--- src/rtl/dr_pkg.sv ---
// Package for the directed-rounding corrector: the format, kind and
// rounding-mode codes. Assumes the codes below are fixed by the producer.
package dr_pkg;
    typedef enum logic [1:0] {
        FMT_SINGLE = 2'd0,
        FMT_DOUBLE = 2'd1,
        FMT_PAIR   = 2'd2,
        FMT_RSVD   = 2'd3
    } fmt_e;

    typedef enum logic [1:0] {
        RM_NEAR  = 2'd0,
        RM_ZERO  = 2'd1,
        RM_UP    = 2'd2,
        RM_DOWN  = 2'd3
    } rmode_e;

    localparam logic [2:0] KIND_FLOAT = 3'd0;
    localparam logic [2:0] KIND_UINT  = 3'd1;
    localparam logic [2:0] KIND_SINT  = 3'd2;
    localparam logic [2:0] KIND_TRUNC = 3'd3;

    // Decoded controls shared by the lane and wide correctors.
    typedef struct packed {
        logic reject;     // compare kind, no write-back
        logic allow;      // directed mode and correctable kind
        logic is_float;   // float result: step in magnitude
        logic is_signed;  // signed integer result
        logic wide;       // whole-word double float step
        logic paired;     // upper lane corrected independently
    } ctrl_t;
endpackage

--- src/rtl/dr_ctrl.sv ---
// Decodes kind, format and rounding mode into correction controls.
// Assumes kind codes 4..7 all denote compares.
module dr_ctrl
    import dr_pkg::*;
(
    input  logic [1:0] fmt_i,
    input  logic [2:0] kind_i,
    input  logic [1:0] rmode_i,
    output ctrl_t      ctrl_o
);
    // Purpose: map the request codes onto the control struct.
    always_comb begin
        logic directed;
        directed         = (rmode_i == RM_UP) || (rmode_i == RM_DOWN);
        ctrl_o.reject    = kind_i[2];
        ctrl_o.allow     = directed && !kind_i[2] && (kind_i != KIND_TRUNC);
        ctrl_o.is_float  = (kind_i == KIND_FLOAT);
        ctrl_o.is_signed = (kind_i == KIND_SINT);
        ctrl_o.wide      = (fmt_i == FMT_DOUBLE) && (kind_i == KIND_FLOAT);
        ctrl_o.paired    = (fmt_i == FMT_PAIR);
    end
endmodule

--- src/rtl/dr_lane_fix.sv ---
// Corrects one lane word by +1 or -1 for directed rounding. Assumes the
// caller has already gated `active_i` with mode, kind and inexactness.
module dr_lane_fix #(
    parameter int W = 32
) (
    input  logic [W-1:0] word_i,
    input  logic         active_i,
    input  logic         src_sign_i,
    input  logic         is_float_i,
    input  logic         is_signed_i,
    input  logic [1:0]   rmode_i,
    output logic [W-1:0] word_o
);
    import dr_pkg::*;

    logic sign;

    // Purpose: pick the effective sign of the lane.
    always_comb begin
        if (is_float_i)
            sign = word_i[W-1];
        else if (is_signed_i)
            sign = (word_i == '0) ? src_sign_i : word_i[W-1];
        else
            sign = 1'b0;
    end

    // Purpose: apply the one-unit step that the mode and sign call for.
    always_comb begin
        word_o = word_i;
        if (active_i) begin
            if (rmode_i == RM_UP && !sign)
                word_o = word_i + W'(1);
            else if (rmode_i == RM_DOWN && sign)
                word_o = is_float_i ? word_i + W'(1) : word_i - W'(1);
        end
    end
endmodule

--- src/rtl/dr_wide_fix.sv ---
// Full-width increment for a double float result. Assumes a double is
// only ever stepped upward in magnitude, never decremented.
module dr_wide_fix #(
    parameter int W = 64
) (
    input  logic [W-1:0] word_i,
    input  logic         active_i,
    input  logic [1:0]   rmode_i,
    output logic [W-1:0] word_o
);
    import dr_pkg::*;

    // Purpose: step the magnitude when the mode points away from zero.
    always_comb begin
        logic step;
        step = active_i &&
               ((rmode_i == RM_UP && !word_i[W-1]) ||
                (rmode_i == RM_DOWN && word_i[W-1]));
        word_o = step ? word_i + W'(1) : word_i;
    end
endmodule

--- src/rtl/dr_round_fix.sv ---
// Top of the directed-rounding corrector. Combinational correction of the
// request, registered on the way out. Assumes in_fmt never equals 3.
module dr_round_fix #(
    parameter int LANE_W = 32,
    parameter int LANES  = 2
) (
    input  logic                     clk,
    input  logic                     rst_n,
    input  logic                     in_valid,
    input  logic [LANE_W*LANES-1:0]  in_result,
    input  logic [1:0]               in_fmt,
    input  logic [2:0]               in_kind,
    input  logic [1:0]               in_rmode,
    input  logic                     in_inexact_lo,
    input  logic                     in_inexact_hi,
    input  logic                     in_src_sign_lo,
    input  logic                     in_src_sign_hi,
    output logic                     out_valid,
    output logic [LANE_W*LANES-1:0]  out_result,
    output logic                     out_write,
    output logic                     out_error
);
    import dr_pkg::*;

    localparam int DATA_W = LANE_W * LANES;

    ctrl_t              ctrl;
    logic [LANES-1:0]   lane_inexact;
    logic [LANES-1:0]   lane_srcsign;
    logic [LANES-1:0]   lane_active;
    logic [DATA_W-1:0]  lane_word;
    logic [DATA_W-1:0]  wide_word;
    logic [DATA_W-1:0]  next_result;

    dr_ctrl u_ctrl (
        .fmt_i   (in_fmt),
        .kind_i  (in_kind),
        .rmode_i (in_rmode),
        .ctrl_o  (ctrl)
    );

    assign lane_inexact = {in_inexact_hi, in_inexact_lo};
    assign lane_srcsign = {in_src_sign_hi, in_src_sign_lo};

    // One corrector per lane; lane 0 always eligible, the rest only paired.
    for (genvar g = 0; g < LANES; g++) begin : g_lane
        if (g == 0) begin : g_low
            assign lane_active[g] = ctrl.allow && !ctrl.wide && lane_inexact[g];
        end else begin : g_up
            assign lane_active[g] = ctrl.allow && ctrl.paired && lane_inexact[g];
        end

        dr_lane_fix #(.W(LANE_W)) u_lane (
            .word_i      (in_result[g*LANE_W +: LANE_W]),
            .active_i    (lane_active[g]),
            .src_sign_i  (lane_srcsign[g]),
            .is_float_i  (ctrl.is_float),
            .is_signed_i (ctrl.is_signed),
            .rmode_i     (in_rmode),
            .word_o      (lane_word[g*LANE_W +: LANE_W])
        );
    end

    dr_wide_fix #(.W(DATA_W)) u_wide (
        .word_i   (in_result),
        .active_i (ctrl.allow && ctrl.wide && in_inexact_lo),
        .rmode_i  (in_rmode),
        .word_o   (wide_word)
    );

    // Purpose: choose the wide or per-lane corrected word.
    always_comb begin
        next_result = ctrl.wide ? wide_word : lane_word;
    end

    // Purpose: register the answer and its strobes.
    always_ff @(posedge clk) begin
        if (!rst_n) begin
            out_valid  <= 1'b0;
            out_write  <= 1'b0;
            out_error  <= 1'b0;
            out_result <= '0;
        end else begin
            out_valid <= in_valid;
            if (in_valid) begin
                out_result <= next_result;
                out_write  <= !ctrl.reject;
                out_error  <= ctrl.reject;
            end
        end
    end
endmodule

--- config.mk ---
export PLATFORM = sky130hd
export DESIGN_NAME = dr_round_fix
export DESIGN_NICKNAME = d
export VERILOG_FILES = /design/src/rtl/dr_pkg.sv /design/src/rtl/dr_ctrl.sv /design/src/rtl/dr_lane_fix.sv /design/src/rtl/dr_wide_fix.sv /design/src/rtl/dr_round_fix.sv
export SDC_FILE = /design/constraint.sdc
export NUM_CORES = 1
export LEC_CHECK = 0
export BUFFER_PORTS_ARGS = -buffer_cell sky130_fd_sc_hd__buf_2
export CORE_MARGIN = 2
export CORE_UTILIZATION = 50
export CTS_CLUSTER_SIZE = 30
export DETAILED_ROUTE_END_ITERATION = 7
export PLACE_DENSITY = 0.74
export SLEW_MARGIN = 20
export SYNTH_ARGS = -nofsm -noshare
export SYNTH_HDL_FRONTEND = slang
export SYNTH_SLANG_ARGS = --single-unit
--- constraint.sdc ---
create_clock -name clk -period 5.3 [get_ports clk]
set_input_delay 1.59 -clock clk [delete_from_list [all_inputs] [get_ports clk]]
set_output_delay 1.59 -clock clk [all_outputs]
set_load 0.005 [all_outputs]
* After elaboration in Yosys (flattened, before gate mapping)
Cells that the tools add are included.
** Operators by class
- Add/sub/neg operators :: 5
- Equality and inequality tests :: 6
- Muxes and demuxes :: 16
- Reduce and logical (&&, ||, !) cells :: 26
** Operators with widths (number)
- $mux 32 :: 8
- $mux 64 :: 2
- $add 32x1->32 const B :: 2
- $add 64x1->64 const B :: 1
- $logic_not 32->1 :: 2
- $sub 32x1->32 const B :: 2
- $logic_and 1x1->1 :: 16
- $eq 2x2->1 const B :: 3
- $mux 1 :: 6
- $logic_not 1->1 :: 5
- $eq 3x2->1 const B :: 1
- $logic_not 3->1 :: 1
- $ne 3x2->1 const B :: 1
- $eq 2x1->1 const B :: 1
- $logic_or 1x1->1 :: 2
** Word-level totals
- Register bits :: 67
- Input port bits :: 78
- Output and inout bits :: 67
- Logic and storage cells :: 57

* Logic depth before layout (Yosys ltp)
- Depth after elaboration :: 9
- Mapped depth :: 11
- Gate-level depth less buffers :: 9

* Hierarchy
Synthesis repeated with hierarchy kept, for this count alone.
** Second synthesis, totals
- Cells, all modules :: 1192
- Area, all modules :: 8745.9 um2
** By module, submodules not included
- dr_lane_fix :: instances 2, cells an instance 335, area each 2155.8 um2, sequential area each 0.0 um2
- dr_round_fix :: instances 1, cells an instance 298, area each 2897.8 um2, sequential area each 1341.3 um2
- dr_wide_fix :: instances 1, cells an instance 217, area each 1485.2 um2, sequential area each 0.0 um2
- dr_ctrl :: instances 1, cells an instance 7, area each 51.3 um2, sequential area each 0.0 um2

* Least setup slack after synthesis
No wires, ideal clock.
- Kind :: input port to flip-flop
- Start :: in in_result[32]
- End :: reg out_result[36]
- Setup time :: 117 ps
- Arrival time :: 4288 ps
- Required time :: 5183 ps
- Setup slack :: 895 ps
- Stages on the path :: 10
- Path buffers :: 1
- Path through :: inv_1 ha_1 or4b_4 or4_4 buf_6 o31a_1 o21ai_2 a21oi_1 or3_1 a32o_1
** On the way
- Cells in the longest elaborated chain, start to end :: 9
- Elaborated cells between the ends (all ways) :: 16
- Those cells by class :: add/sub (3); mux (9); reduce/logical (4)
** RTL lines
- start: declaration :: line dr_round_fix.sv:10 : input logic [LANE_W*LANES-1:0] in_result,
- branches (longest 8 deep; another with $sub 32x1->32)
- $mux 64 (*) :: line dr_round_fix.sv:73 : next_result = ctrl.wide ? wide_word : lane_word;
- end signal: assignment :: line dr_round_fix.sv:86 : out_result <= next_result;
- end: declaration :: line dr_round_fix.sv:19 : output logic [LANE_W*LANES-1:0] out_result,
Mark *: on every way between the ends.
A chain may end at the register's enable or synchronous reset.

* Worst setup path in the final report
- Start :: in in_result[32]
- End :: reg out_result[38]
The elaborated chain is that of the path after synthesis.

==> flow_summary_export.csv <==
group,metric,value,unit
status,status,"finished, final reports clean",
sta,layout_min_cycle_time,4.59,ns
grt,grt_max_degree,53,
clocking,clk_pin_slew,0.06,ns
final_layout,syn_to_final_growth,17.4,%
drt,viasPerCell,7.50,
power_and_ir_drop,leakage,3.22,nW
final_layout,fin_util,60.0,%
grt,overflow,0,
drt,drtAntennaViolNets,0,
sta,setup_viol_count_final,0,
logic_synthesis,async_reset_ff_share,0,%
critical_path,path_class,"in2reg",
drt,first_iter_violations,1350,
die,ios,145,
final_layout,diodes,0,
critical_path,cp-end-kind,"flip-flop",
clocking,cts_buffer_depth,2,
grt,grt_usage,45.9,%
final_layout,instances_no_fill,1443,
logic_synthesis,syn_inst,1141,
drt,drtPass1Iterations,8,
clocking,cts_resized,0,
power_and_ir_drop,power,1.72,mW
clocking,cts_num_sinks,67,
drt,drc,0,
clocking,cts_tree,"done",
sta,fin_skew,0,ns
drt,routedWlPerCell,26.8,um
die,fp.dieW,129,um
logic_synthesis,synth-edff-count,0,
critical_path,max_stage_delay,0.61,ns
grt,grtUsageMet3,7.98,%
place,gp_congestion,1.07,
sta,tightest_slew,0.910,ns
clocking,cts-hold-fix-buffers,0,
power_and_ir_drop,ir_drop,0.160,mV
place,dp_hpwl,28100,um
sta,fmax,0.218,GHz
final_layout,layout-drive-gt1-share,20.6,%
logic_synthesis,ys_ff_latch,67,
logic_synthesis,yosysSeqAreaShare,17.3,%
logic_synthesis,synth_area_leader_cell,"dfxtp_1",
die,die-area,0.0165,mm^2
die,start_util,51.1,%
place,dpl.cell_count,1427,
min_path,hold_class,"reg2reg",
critical_path,slowest_stage,"or4_4",
power_and_ir_drop,power_density,189,mW/mm^2
die,die_y,129,um
sta,slew_headroom,39.1,%
critical_path,worst_path_dominant_cell_family,"simple AND/OR/NAND/NOR gates",
grt,grt.busiest_layer,"met2",
logic_synthesis,synth_top_area_share,17.3,%
logic_synthesis,syn_avg_cell_area,6.81,um^2
clocking,cts_root_buf,"clkbuf_16",
sta,setup_ws,0.707,ns
sta,fin_crit_sh,86.7,%
logic_synthesis,synth_top_flop_cell,"dfxtp_1",
clocking,postCtsSetupBuffers,0,
logic_synthesis,synth_common_cells,"nand2_1 (103), clkbuf_1 (95), o21ai_0 (87)",
logic_synthesis,synthMostInstantiatedCell,"nand2_1",
clocking,cts_buffers,9,
sta,hold_ws,0.444,ns
run,max_cap_viol_count,0,
critical_path,startpoint_type,"primary input",
critical_path,crit_arrival,4.82,ns
grt,antenna_found_initial,0,
critical_path,worst_ep_required_time,5.52,ns
die,row_count,45,
logic_synthesis,netlist_area,0.00777,mm^2
grt,use_met2,73.1,%
place,io_buffers,144,
place,place_ws,0.419,ns
clocking,clkLatencyLatePin,0.35,ns
logic_synthesis,yosysUniqueCellTypes,91,
grt,use_met1,54.1,%
grt,grt_pass1_wl,58100,um
die,coreArea,0.0152,mm^2
critical_path,timing.critical_path.cells,"buf_2 -> inv_1 -> ha_1 -> or4b_4 -> or4_4 -> o31ai_4 -> nand2_2 -> a221oi_1 -> and4_1 -> nor4_1",
final_layout,final_area,0.00912,mm^2
sta,rsz0062_at_grt,"false",
sta,drv_slew,0,
grt,grt_pass1_vias,9981,
sta,hold_viol_final,0,
logic_synthesis,yosysWarnings,0,
place,dpl-instance-area,0.00878,mm^2
critical_path,worst-path-buf-inv,2,
critical_path,critical_path.max_fanout,10,
sta,setup_tns,0,ns
logic_synthesis,synthTopCellsByArea,"dfxtp_1 (17%), o21ai_0 (5.6%), nand2_1 (5.0%)",
drt,vias,10827,
drt,routed_wl,38700,um
logic_synthesis,syn_nets,1223,
clocking,htreeDepth,3,
final_layout,final_nets,1332,
-- power breakdown --
part | total (mW) | internal, mW | leakage [nW] | switching [mW]
clock | 0.717 | 0.441 | 0.167 | 0.275
sequential | 0.559 | 0.538 | 0.555 | 0.0204
combinational | 0.447 | 0.154 | 2.50 | 0.293
total | 1.72 | 1.13 | 3.22 | 0.589
-- worst register-to-register path, delay by kind of cell (launching register included) --
family,cells,cell delay [ns]
flip-flops,1,0.37
AO/OA/AOI/OAI,3,0.50
-- cell families after synthesis --
group | Yosys count | synth area share, %
multiplexers | 10 | 1.34
flip-flops | 67 | 17.3
AND/OR/NAND/NOR | 508 | 35.6
XOR/XNOR | 44 | 4.96
AO/OA/AOI/OAI | 383 | 33.9
adder cells (fa/ha/maj) | 4 | 0.644
buffers and inverters | 125 | 6.25
-- final timing paths --
kind	cells after the start	endpoint	slack, ns	startpoint
setup reg to reg	3	out_result[26]	4.36	out_result[26]
hold / removal	2	out_result[32]	0.44	out_result[32]
hold reg to reg	2	out_result[32]	0.44	out_result[32]
setup / recovery	10	out_result[38]	0.71	in_result[32]
-- routing by layer --
metal	part of all wire (%)	wire, um
met1	36	13800
met2	44	17100
met3	11	4140
met4	9.3	3600
met5	0	0
-- registers in the layout, summed over array words and instances (netlist names) --
signal	flops
out_valid	1
out_error	1
out_write	1
out_result	64
-- placed cells by master, fill, tap and decap left out, drive strengths merged, types with 8 or more instances in the layout --
| master | instances |
|---|---|
| buf | 205 |
| nand2 | 104 |
| o21ai | 93 |
| nor2 | 73 |
| dfxtp | 67 |
| a21oi | 61 |
| nor3 | 58 |
| nand3 | 57 |
| nand4 | 38 |
| nor4 | 35 |
| a31oi | 34 |
| xnor2 | 28 |
| or4 | 22 |
| and3 | 21 |
| o211ai | 20 |
| inv | 18 |
| or3 | 17 |
| and4 | 16 |
| xor2 | 16 |
| o221ai | 16 |
| a211oi | 15 |
| and2 | 15 |
| or2 | 15 |
| o31ai | 13 |
| o22ai | 12 |
| a221oi | 11 |
| a221o | 11 |
| clkbuf | 11 |
| nor3b | 8 |
| nand2b | 8 |
-- final cells by class --
class                           count  area [um^2]
Fill cell                        1536         6080
Timing Repair Buffer              205         1180
Clock inverter                      5         82.6
Sequential cell                    67         1340
Clock buffer                       11          253
Tap cell                          188          235
Inverter                           18         67.6
Multi-Input combinational cell    949         5960
Power figures use the tool's default switching activity.
